**src/rtl/rc_pkg.sv**
```systemverilog
package rc_pkg;
   typedef enum logic [1:0] {
      SRC_EXT     = 2'd0,
      SRC_TEST    = 2'd1,
      SRC_FORCED  = 2'd2,
      SRC_ENTROPY = 2'd3
   } rc_src_e;
endpackage

```
**src/rtl/rc_fnv_acc.sv**
```systemverilog
module rc_fnv_acc #(
   parameter int          HASH_W = 64,
   parameter logic [63:0] PRIME  = 64'h0000_0100_0000_01B3
) (
   input  logic              clk,
   input  logic              rst_n,
   input  logic              clr_i,
   input  logic              en_i,
   input  logic [7:0]        byte_i,
   output logic [HASH_W-1:0] acc_o,
   output logic [HASH_W-1:0] acc_next_o
);
   logic [HASH_W-1:0] acc_q;

   generate
      if (HASH_W < 8 || HASH_W > 64) begin : g_bad_width
         $error("rc_fnv_acc: HASH_W must lie in 8..64");
      end
   endgenerate

   assign acc_next_o = (acc_q ^ HASH_W'(byte_i)) * PRIME[HASH_W-1:0];
   assign acc_o      = acc_q;

   always_ff @(posedge clk or negedge rst_n) begin
      if (!rst_n)     acc_q <= '0;
      else if (clr_i) acc_q <= '0;
      else if (en_i)  acc_q <= acc_next_o;
   end

   // accumulator only moves while absorbing or clearing
   p_hold_idle_r1: assert property (@(posedge clk) disable iff (!rst_n)
      (!clr_i && !en_i) |=> $stable(acc_q));
endmodule

```
**src/rtl/rc_test_shreg.sv**
```systemverilog
module rc_test_shreg #(
   parameter int WIDTH = 128
) (
   input  logic             clk,
   input  logic             rst_n,
   input  logic             shift_i,
   input  logic             bit_i,
   output logic [WIDTH-1:0] q_o
);
   logic [WIDTH-1:0] q;

   generate
      if (WIDTH < 2) begin : g_bad_width
         $error("rc_test_shreg: WIDTH must be at least 2");
      end
   endgenerate

   always_ff @(posedge clk or negedge rst_n) begin
      if (!rst_n)       q <= '0;
      else if (shift_i) q <= {q[WIDTH-2:0], bit_i};
   end

   assign q_o = q;

   // the written bit lands in the LSB
   p_shift_lsb_r6: assert property (@(posedge clk) disable iff (!rst_n)
      shift_i |=> (q[0] == $past(bit_i)));
   // no shift means no change
   p_hold_r10: assert property (@(posedge clk) disable iff (!rst_n)
      !shift_i |=> $stable(q));
endmodule

```
**src/rtl/rc_budget.sv**
```systemverilog
module rc_budget #(
   parameter int LOG2_MAX = 48
) (
   input  logic            clk,
   input  logic            rst_n,
   input  logic            load_i,
   input  logic            minus_one_i,
   input  logic            take_i,
   output logic [LOG2_MAX:0] q_o
);
   localparam int CW = LOG2_MAX + 1;
   localparam logic [CW-1:0] FULL = CW'(1) << LOG2_MAX;

   logic [CW-1:0] q;

   always_ff @(posedge clk or negedge rst_n) begin
      if (!rst_n)                      q <= '0;
      else if (load_i)                 q <= minus_one_i ? FULL - CW'(1) : FULL;
      else if (take_i && q != '0)      q <= q - CW'(1);
   end

   assign q_o = q;

   // without a load the budget never rises
   p_no_rise_r9: assert property (@(posedge clk) disable iff (!rst_n)
      !$past(load_i) |-> (q <= $past(q)));
   // empty budget stays empty
   p_floor_r9: assert property (@(posedge clk) disable iff (!rst_n)
      (q == '0 && !load_i) |=> (q == '0));
endmodule

```
**src/rtl/reseed_conditioner.sv**
```systemverilog
module reseed_conditioner
   import rc_pkg::*;
#(
   parameter int          SEED_BYTES = 48,
   parameter int          WORD_W     = 64,
   parameter int          TEST_W     = 128,
   parameter int          BUDGET_LOG = 48,
   parameter logic [63:0] FNV_PRIME  = 64'h0000_0100_0000_01B3
) (
   input  logic                  clk,
   input  logic                  rst_n,
   input  logic                  start_i,
   input  logic                  ext_sel_i,
   input  logic                  test_mode_i,
   input  logic                  pers_dis_i,
   input  logic [383:0]          ext_seed_i,
   input  logic [383:0]          pers_i,
   input  logic [63:0]           forced_seed_i,
   input  logic [63:0]           entropy_i,
   input  logic                  test_bit_we_i,
   input  logic                  test_bit_i,
   input  logic                  gen_take_i,
   output logic                  busy_o,
   output logic                  done_o,
   output logic                  words_clr_o,
   output logic [63:0]           state_o,
   output logic [48:0]           budget_o
);
   localparam int SEED_W      = SEED_BYTES * 8;
   localparam int SHORT_BYTES = TEST_W / 8;
   localparam int IDX_W       = $clog2(SEED_BYTES);
   localparam int PAD_W       = SEED_W - TEST_W;
   localparam logic [IDX_W-1:0] LAST_LONG  = IDX_W'(SEED_BYTES - 1);
   localparam logic [IDX_W-1:0] LAST_SHORT = IDX_W'(SHORT_BYTES - 1);
   localparam logic [BUDGET_LOG:0] FULL_BUDGET = (BUDGET_LOG+1)'(1) << BUDGET_LOG;

   generate
      if (SEED_W != 384 || WORD_W != 64 || BUDGET_LOG != 48) begin : g_bad_port_fit
         $error("reseed_conditioner: parameters must match the port widths");
      end
      if (TEST_W != 2 * WORD_W) begin : g_bad_test_w
         $error("reseed_conditioner: TEST_W must hold exactly two words");
      end
      if (SHORT_BYTES > SEED_BYTES) begin : g_bad_short
         $error("reseed_conditioner: short source longer than seed bank");
      end
   endgenerate

   // ---------------- control state ----------------
   logic              busy_q, done_q, pers_phase_q, pdis_q, test_trig_q;
   logic [IDX_W-1:0]  idx_q;
   rc_src_e           src_q, src_pick;
   logic [WORD_W-1:0] fcnt_q;
   logic [WORD_W-1:0] state_q;

   logic test_wr, trig, fcnt_inc, last_src_byte, finish;
   logic [TEST_W-1:0] tst_q;
   logic [SEED_W-1:0] src_blk;
   logic [7:0]        cur_byte;
   logic [WORD_W-1:0] acc_q, acc_next;
   logic [8+IDX_W-1:0] bit_off;

   assign test_wr  = test_bit_we_i && test_mode_i && !busy_q;
   assign trig     = !busy_q && (start_i || test_wr);

   always_comb begin
      if (ext_sel_i)                 src_pick = SRC_EXT;
      else if (test_mode_i)          src_pick = SRC_TEST;
      else if (forced_seed_i != '0)  src_pick = SRC_FORCED;
      else                           src_pick = SRC_ENTROPY;
   end

   assign fcnt_inc = trig && (src_pick == SRC_FORCED);

   // ---------------- source block and byte pick ----------------
   always_comb begin
      unique case (src_q)
         SRC_EXT:     src_blk = ext_seed_i;
         SRC_TEST:    src_blk = {{PAD_W{1'b0}}, tst_q};
         SRC_FORCED:  src_blk = {{PAD_W{1'b0}}, forced_seed_i, fcnt_q};
         default:     src_blk = {{PAD_W{1'b0}}, {WORD_W{1'b0}}, entropy_i};
      endcase
   end

   assign bit_off = {idx_q, 3'b000};

   always_comb begin
      if (!pers_phase_q)  cur_byte = src_blk[bit_off +: 8];
      else if (pdis_q)    cur_byte = 8'h00;
      else                cur_byte = pers_i[bit_off +: 8];
   end

   assign last_src_byte = !pers_phase_q &&
                          (idx_q == ((src_q == SRC_EXT) ? LAST_LONG : LAST_SHORT));
   assign finish        = busy_q && pers_phase_q && (idx_q == LAST_LONG);

   // ---------------- sequencer ----------------
   always_ff @(posedge clk or negedge rst_n) begin
      if (!rst_n) begin
         busy_q       <= 1'b0;
         done_q       <= 1'b0;
         pers_phase_q <= 1'b0;
         pdis_q       <= 1'b0;
         test_trig_q  <= 1'b0;
         idx_q        <= '0;
         src_q        <= SRC_EXT;
         fcnt_q       <= '0;
         state_q      <= '0;
      end else begin
         done_q <= 1'b0;
         if (fcnt_inc) fcnt_q <= fcnt_q + WORD_W'(1);
         if (trig) begin
            busy_q       <= 1'b1;
            pers_phase_q <= 1'b0;
            idx_q        <= '0;
            src_q        <= src_pick;
            pdis_q       <= pers_dis_i;
            test_trig_q  <= test_wr;
         end else if (busy_q) begin
            if (finish) begin
               busy_q  <= 1'b0;
               done_q  <= 1'b1;
               state_q <= acc_next;
            end else if (last_src_byte) begin
               pers_phase_q <= 1'b1;
               idx_q        <= '0;
            end else begin
               idx_q <= idx_q + IDX_W'(1);
            end
         end
      end
   end

   // ---------------- sub-blocks ----------------
   rc_fnv_acc #(.HASH_W(WORD_W), .PRIME(FNV_PRIME)) u_hash (
      .clk        (clk),
      .rst_n      (rst_n),
      .clr_i      (trig),
      .en_i       (busy_q),
      .byte_i     (cur_byte),
      .acc_o      (acc_q),
      .acc_next_o (acc_next)
   );

   rc_test_shreg #(.WIDTH(TEST_W)) u_tst (
      .clk     (clk),
      .rst_n   (rst_n),
      .shift_i (test_wr),
      .bit_i   (test_bit_i),
      .q_o     (tst_q)
   );

   rc_budget #(.LOG2_MAX(BUDGET_LOG)) u_budget (
      .clk         (clk),
      .rst_n       (rst_n),
      .load_i      (finish),
      .minus_one_i (test_trig_q),
      .take_i      (gen_take_i),
      .q_o         (budget_o)
   );

   assign busy_o      = busy_q;
   assign done_o      = done_q;
   assign words_clr_o = done_q;
   assign state_o     = state_q;

   // ---------------- assertions ----------------
   p_done_pulse_r8: assert property (@(posedge clk) disable iff (!rst_n)
      done_o |=> !done_o);
   p_busy_ends_done_r8: assert property (@(posedge clk) disable iff (!rst_n)
      $fell(busy_o) |-> done_o);
   p_budget_load_r9: assert property (@(posedge clk) disable iff (!rst_n)
      done_o |-> (budget_o == FULL_BUDGET || budget_o == FULL_BUDGET - 49'd1));
   p_src_stable_r10: assert property (@(posedge clk) disable iff (!rst_n)
      (busy_o && $past(busy_o)) |-> $stable(src_q));
   p_fcnt_step_r5: assert property (@(posedge clk) disable iff (!rst_n)
      fcnt_inc |=> (fcnt_q == $past(fcnt_q) + WORD_W'(1)));
   p_fcnt_busy_r10: assert property (@(posedge clk) disable iff (!rst_n)
      busy_q |=> $stable(fcnt_q));
   p_hash_zero_r1: assert property (@(posedge clk) disable iff (!rst_n)
      trig |=> (acc_q == '0));
endmodule

```
**config.mk**
```make
export PLATFORM = sky130hd
export DESIGN_NAME = reseed_conditioner
export DESIGN_NICKNAME = d
export VERILOG_FILES = /design/src/rtl/rc_pkg.sv /design/src/rtl/rc_fnv_acc.sv /design/src/rtl/rc_test_shreg.sv /design/src/rtl/rc_budget.sv /design/src/rtl/reseed_conditioner.sv
export SDC_FILE = /design/constraint.sdc
export NUM_CORES = 2
export LEC_CHECK = 0
export BUFFER_PORTS_ARGS = -buffer_cell sky130_fd_sc_hd__buf_2
export CAP_MARGIN = 10
export CORE_AREA = 8 8 387 389
export DETAILED_ROUTE_END_ITERATION = 6
export DIE_AREA = 0 0 395 397
export HOLD_SLACK_MARGIN = 0.02
export PLACE_DENSITY_LB_ADDON = 0.3
export SKIP_LAST_GASP = 1
export SLEW_MARGIN = 5
export SYNTH_ARGS = -nofsm -noshare
export SYNTH_HDL_FRONTEND = slang
export SYNTH_SLANG_ARGS = --single-unit
```
**constraint.sdc**
```tcl
create_clock -name clk -period 8.5 [get_ports clk]
set_input_delay 0.85 -clock clk [delete_from_list [all_inputs] [get_ports clk]]
set_output_delay 0.85 -clock clk [all_outputs]
set_load 0.01 [all_outputs]
```
==> results <==
- The category of the worst setup path capture point is a flop.
- Once routing completed, OpenROAD measured the worst setup slack at -547 ps.
- Counting flops with a built-in enable in the synthesized netlist gives 0.
- Of all nets on the critical path, the largest fanout is 5.
- The startpoint kind of the worst setup timing path is a flop.
- Once detailed placement completed, the half-perimeter wirelength came to 154,000 um.
- In the final layout, the share of cells above drive strength 1 is 0.438.
- The final period demand of the worst path is 9050 ps.
- The area added between synthesis and finish is 33.7%.
- The maximum level of the CTS H-tree is 2.
- The placed instances occupy a cell area of 0.0492 mm2.
- Across every metal layer, demand over resource in global routing totals 0.225.
- The synthesized design spends more area on one cell type than any other, namely dfrtp_1.
- The final-report max-slew violation count came to 0.
- The count of filler cells inserted in the layout is 14,442.
- For this run, the register share of the synthesized area comes to 0.242.
- The highest-delay cell along the critical path is dfrtp_4.
- In the layout the commonest cells are buf_2 (1,019), inv_1 (473), ha_1 (396), dfrtp_1 (375), buf_4 (319).
- The share of synthesized area in the top cell type comes to 0.242.
- TritonCTS created 50 clock buffers.
- The number of buffers and inverters on the critical path is 10.
- In this run the worst hold path is classified as input port to async pin.
- For this run, the number of Yosys warnings is 0.
- Once layout is complete, the utilization of the core stands at 0.366.
- The number of global-route vias before repair is 36,761.
- By area the synthesized netlist is led by dfrtp_1 (24%), mux4_2 (14%), ha_1 (13%).
- The detailed-route wire length is 183,000 um.
- The number of violations of the max-capacitance limit is 0.
- The most frequent standard cell in the layout excluding fill and tap cells is buf_2.
- The number of register bits inferred by synthesis is 382.
- No sink is reached through more buffers than the 3 on the longest clock path.
- The largest incremental delay on the critical path is 560 ps.
- The final net count is 6,483.
- The detailed router's first-iteration violation count is 2,315.
- For the worst setup path, the data required time is 9000 ps.
- The number of nets produced by synthesis is 5,223.
- Among all flip-flop cells after synthesis, the most frequent one is dfrtp_1.
- The finished cells cover 0.0527 mm2.
- The count of clock tree sinks is 382.
- The post-detailed-route count of antenna-violating nets is 0.
- After detailed routing, the number of remaining DRC violations is 0.
- After detailed routing, the number of vias per cell comes to 5.01.
- The clock reaches the later pin of the worst-skew pair after 640 ps.
- The initial antenna violation count is 58.
- In the finished design, the share of the clock period the worst path needs comes to 1.06.
- During I/O placement, the number of pins put on the boundary was 1,021.
- The final routed wire length divided by cell count is 26.5 um.
- After clock tree synthesis, the clock-pin slew on the worst setup and hold paths is 60 ps.
- The area of the core region is 0.144 mm2.
- The worst pin sits at a relative slew slack of 0.294.
- Measured along the x axis, the die boundary spans 395 um.
- The cell area after synthesis is 0.0394 mm2.
- The first global-routing pass estimated 260,000 um of wire.
- The die covers 0.157 mm2.
- For this configuration, the core starts out at a cell density of 0.274.
- The number of vias after detailed routing is 34,578.
- The total count of hold-check failures in the final report is 0.
- The final setup violation count is 78.
- The die height is 397 um.
- Setup repair after global routing could not meet its margin everywhere.
- The pin slew with the least headroom to its limit is 1060 ps.
- The data arrival time of the worst path is 9550 ps.
- The kind of cell with the highest combined delay along the critical path is adder cells.
- The final reports fail on negative setup slack.
- The setup path with the least slack is of type flop to flop.
- The number of buffers added on ports is 1,020.
- The flow ran to the end, but the final reports show violations.
- The largest clock skew in the final design is 25.6 ps.
- In the synthesized netlist the async set-or-reset flop fraction comes to 1.00.
- The clock tree from TritonCTS is yes.
- Global routing finished with a remaining overflow of 0.
- Averaged over all synthesized cells, the footprint is 10.8 um2.
- The congestion estimate from routability-driven global placement came to 0.964.
- Row generation in the floorplan step produced 140 rows.
- The achievable frequency is 111 MHz.
- The clock tree root driver cell is clkbuf_16.
- Entering global routing, the biggest net connects 146 pins.
- The number of library cell types mapped by synthesis is 78.
- The cell count after synthesis came out at 3,651.
- The total iterations of the first detailed-routing run is 6.
[layout make-up]
class | count | area [um2] | share of cell area
clock buffers | 68 | 1420 | 0.0269
repair buffers | 1407 | 8640 | 0.164
flip-flops and latches | 382 | 9580 | 0.182
well taps | 1917 | 2400 | 0.0455
diodes | 37 | 92.6 | 0.00176
multi-input cells | 2584 | 28600 | 0.542
inverters | 486 | 1830 | 0.0346
clock inverters | 22 | 193 | 0.00365
[kinds of logic (layout without fill, tap and decap cells)]
group           Yosys count  count (layout)  synth area share
buf+inv                 685            1983            0.0684
simple gates            668             668            0.0779
fa+ha+maj               667             667             0.258
mux                     534             534             0.222
compound gates          519             519            0.0878
flops                   382             382             0.242
xor+xnor                196             196            0.0435
other cells               0              37                 0
[sequential cells by signal, summed over array words and instances (netlist names)]
register,flops
pdis_q,1
pers_phase_q,1
state_o,64
test_trig_q,1
busy_o,1
idx_q,6
src_q,2
u_hash.acc_o,64
fcnt_q,64
done_o,1
u_tst.q_o,128
u_budget.q_o,49
[what timing repair did]
| action | in CTS | in global routing |
|---|---|---|
| pin swaps | 127 | 71 |
| hold buffers | 0 | 0 |
| setup endpoints to repair | 89 | 96 |
| resized for setup | 183 | 75 |
| gates cloned | 2 | 1 |
| setup buffers | 49 | 21 |
[stage by stage]
step / hold slack [ps] / setup slack (ps) / std cells / setup TNS [ps]
after floorplan: 441 / 2.42 / 3651 / 0
after global placement: 455 / -984 / 6734 / -54000
after detailed placement: 457 / -1020 / 6734 / -57010
after CTS: 158 / -470 / 6849 / -15780
after global routing: 189 / -787 / 6887 / -43030
final: 183 / -547 / 6903 / -20550
[synthesized netlist by cell type, types with 38 or more instances]
cell      number
a21oi_1      148
a22o_1        50
buf_2         58
clkbuf_1     115
dfrtp_1      382
fa_1         244
ha_1         423
inv_1        483
mux2_2       214
mux2i_1       67
mux4_2       251
nand2_1      315
nand3_1       38
nor2_1       130
o21ai_0      100
xnor2_1      129
xor2_1        67
[worst paths after layout]
path | cells past startpoint | endpoint | startpoint | slack, ps
min in group clk | 3 | pdis_q | pers_dis_i | 440
worst max register to register | 35 | u_hash.acc_o[59] | src_q[0] | -550
worst max-delay path | 35 | u_hash.acc_o[59] | src_q[0] | -550
worst min register to register | 2 | state_o[46] | state_o[46] | 460
max in group asynchronous | 2 | src_q[0] | rst_n | 6910
worst min-delay path | 1 | state_o[40] | rst_n | 180
[metal layers]
layer  GRT usage  up-vias  part of all wire  routed length, um
met5           0        -            0.0011                207
met3      0.0598      256             0.078              14300
li1            -    15501                 -                  -
met1       0.278    17457              0.40              73200
met4      0.0706       30             0.033               6050
met2       0.383     1334              0.49              89300
Power is left out: the tool's default activity adds up to more than one toggle a clock period on the data nets, which glitch-free logic cannot reach.
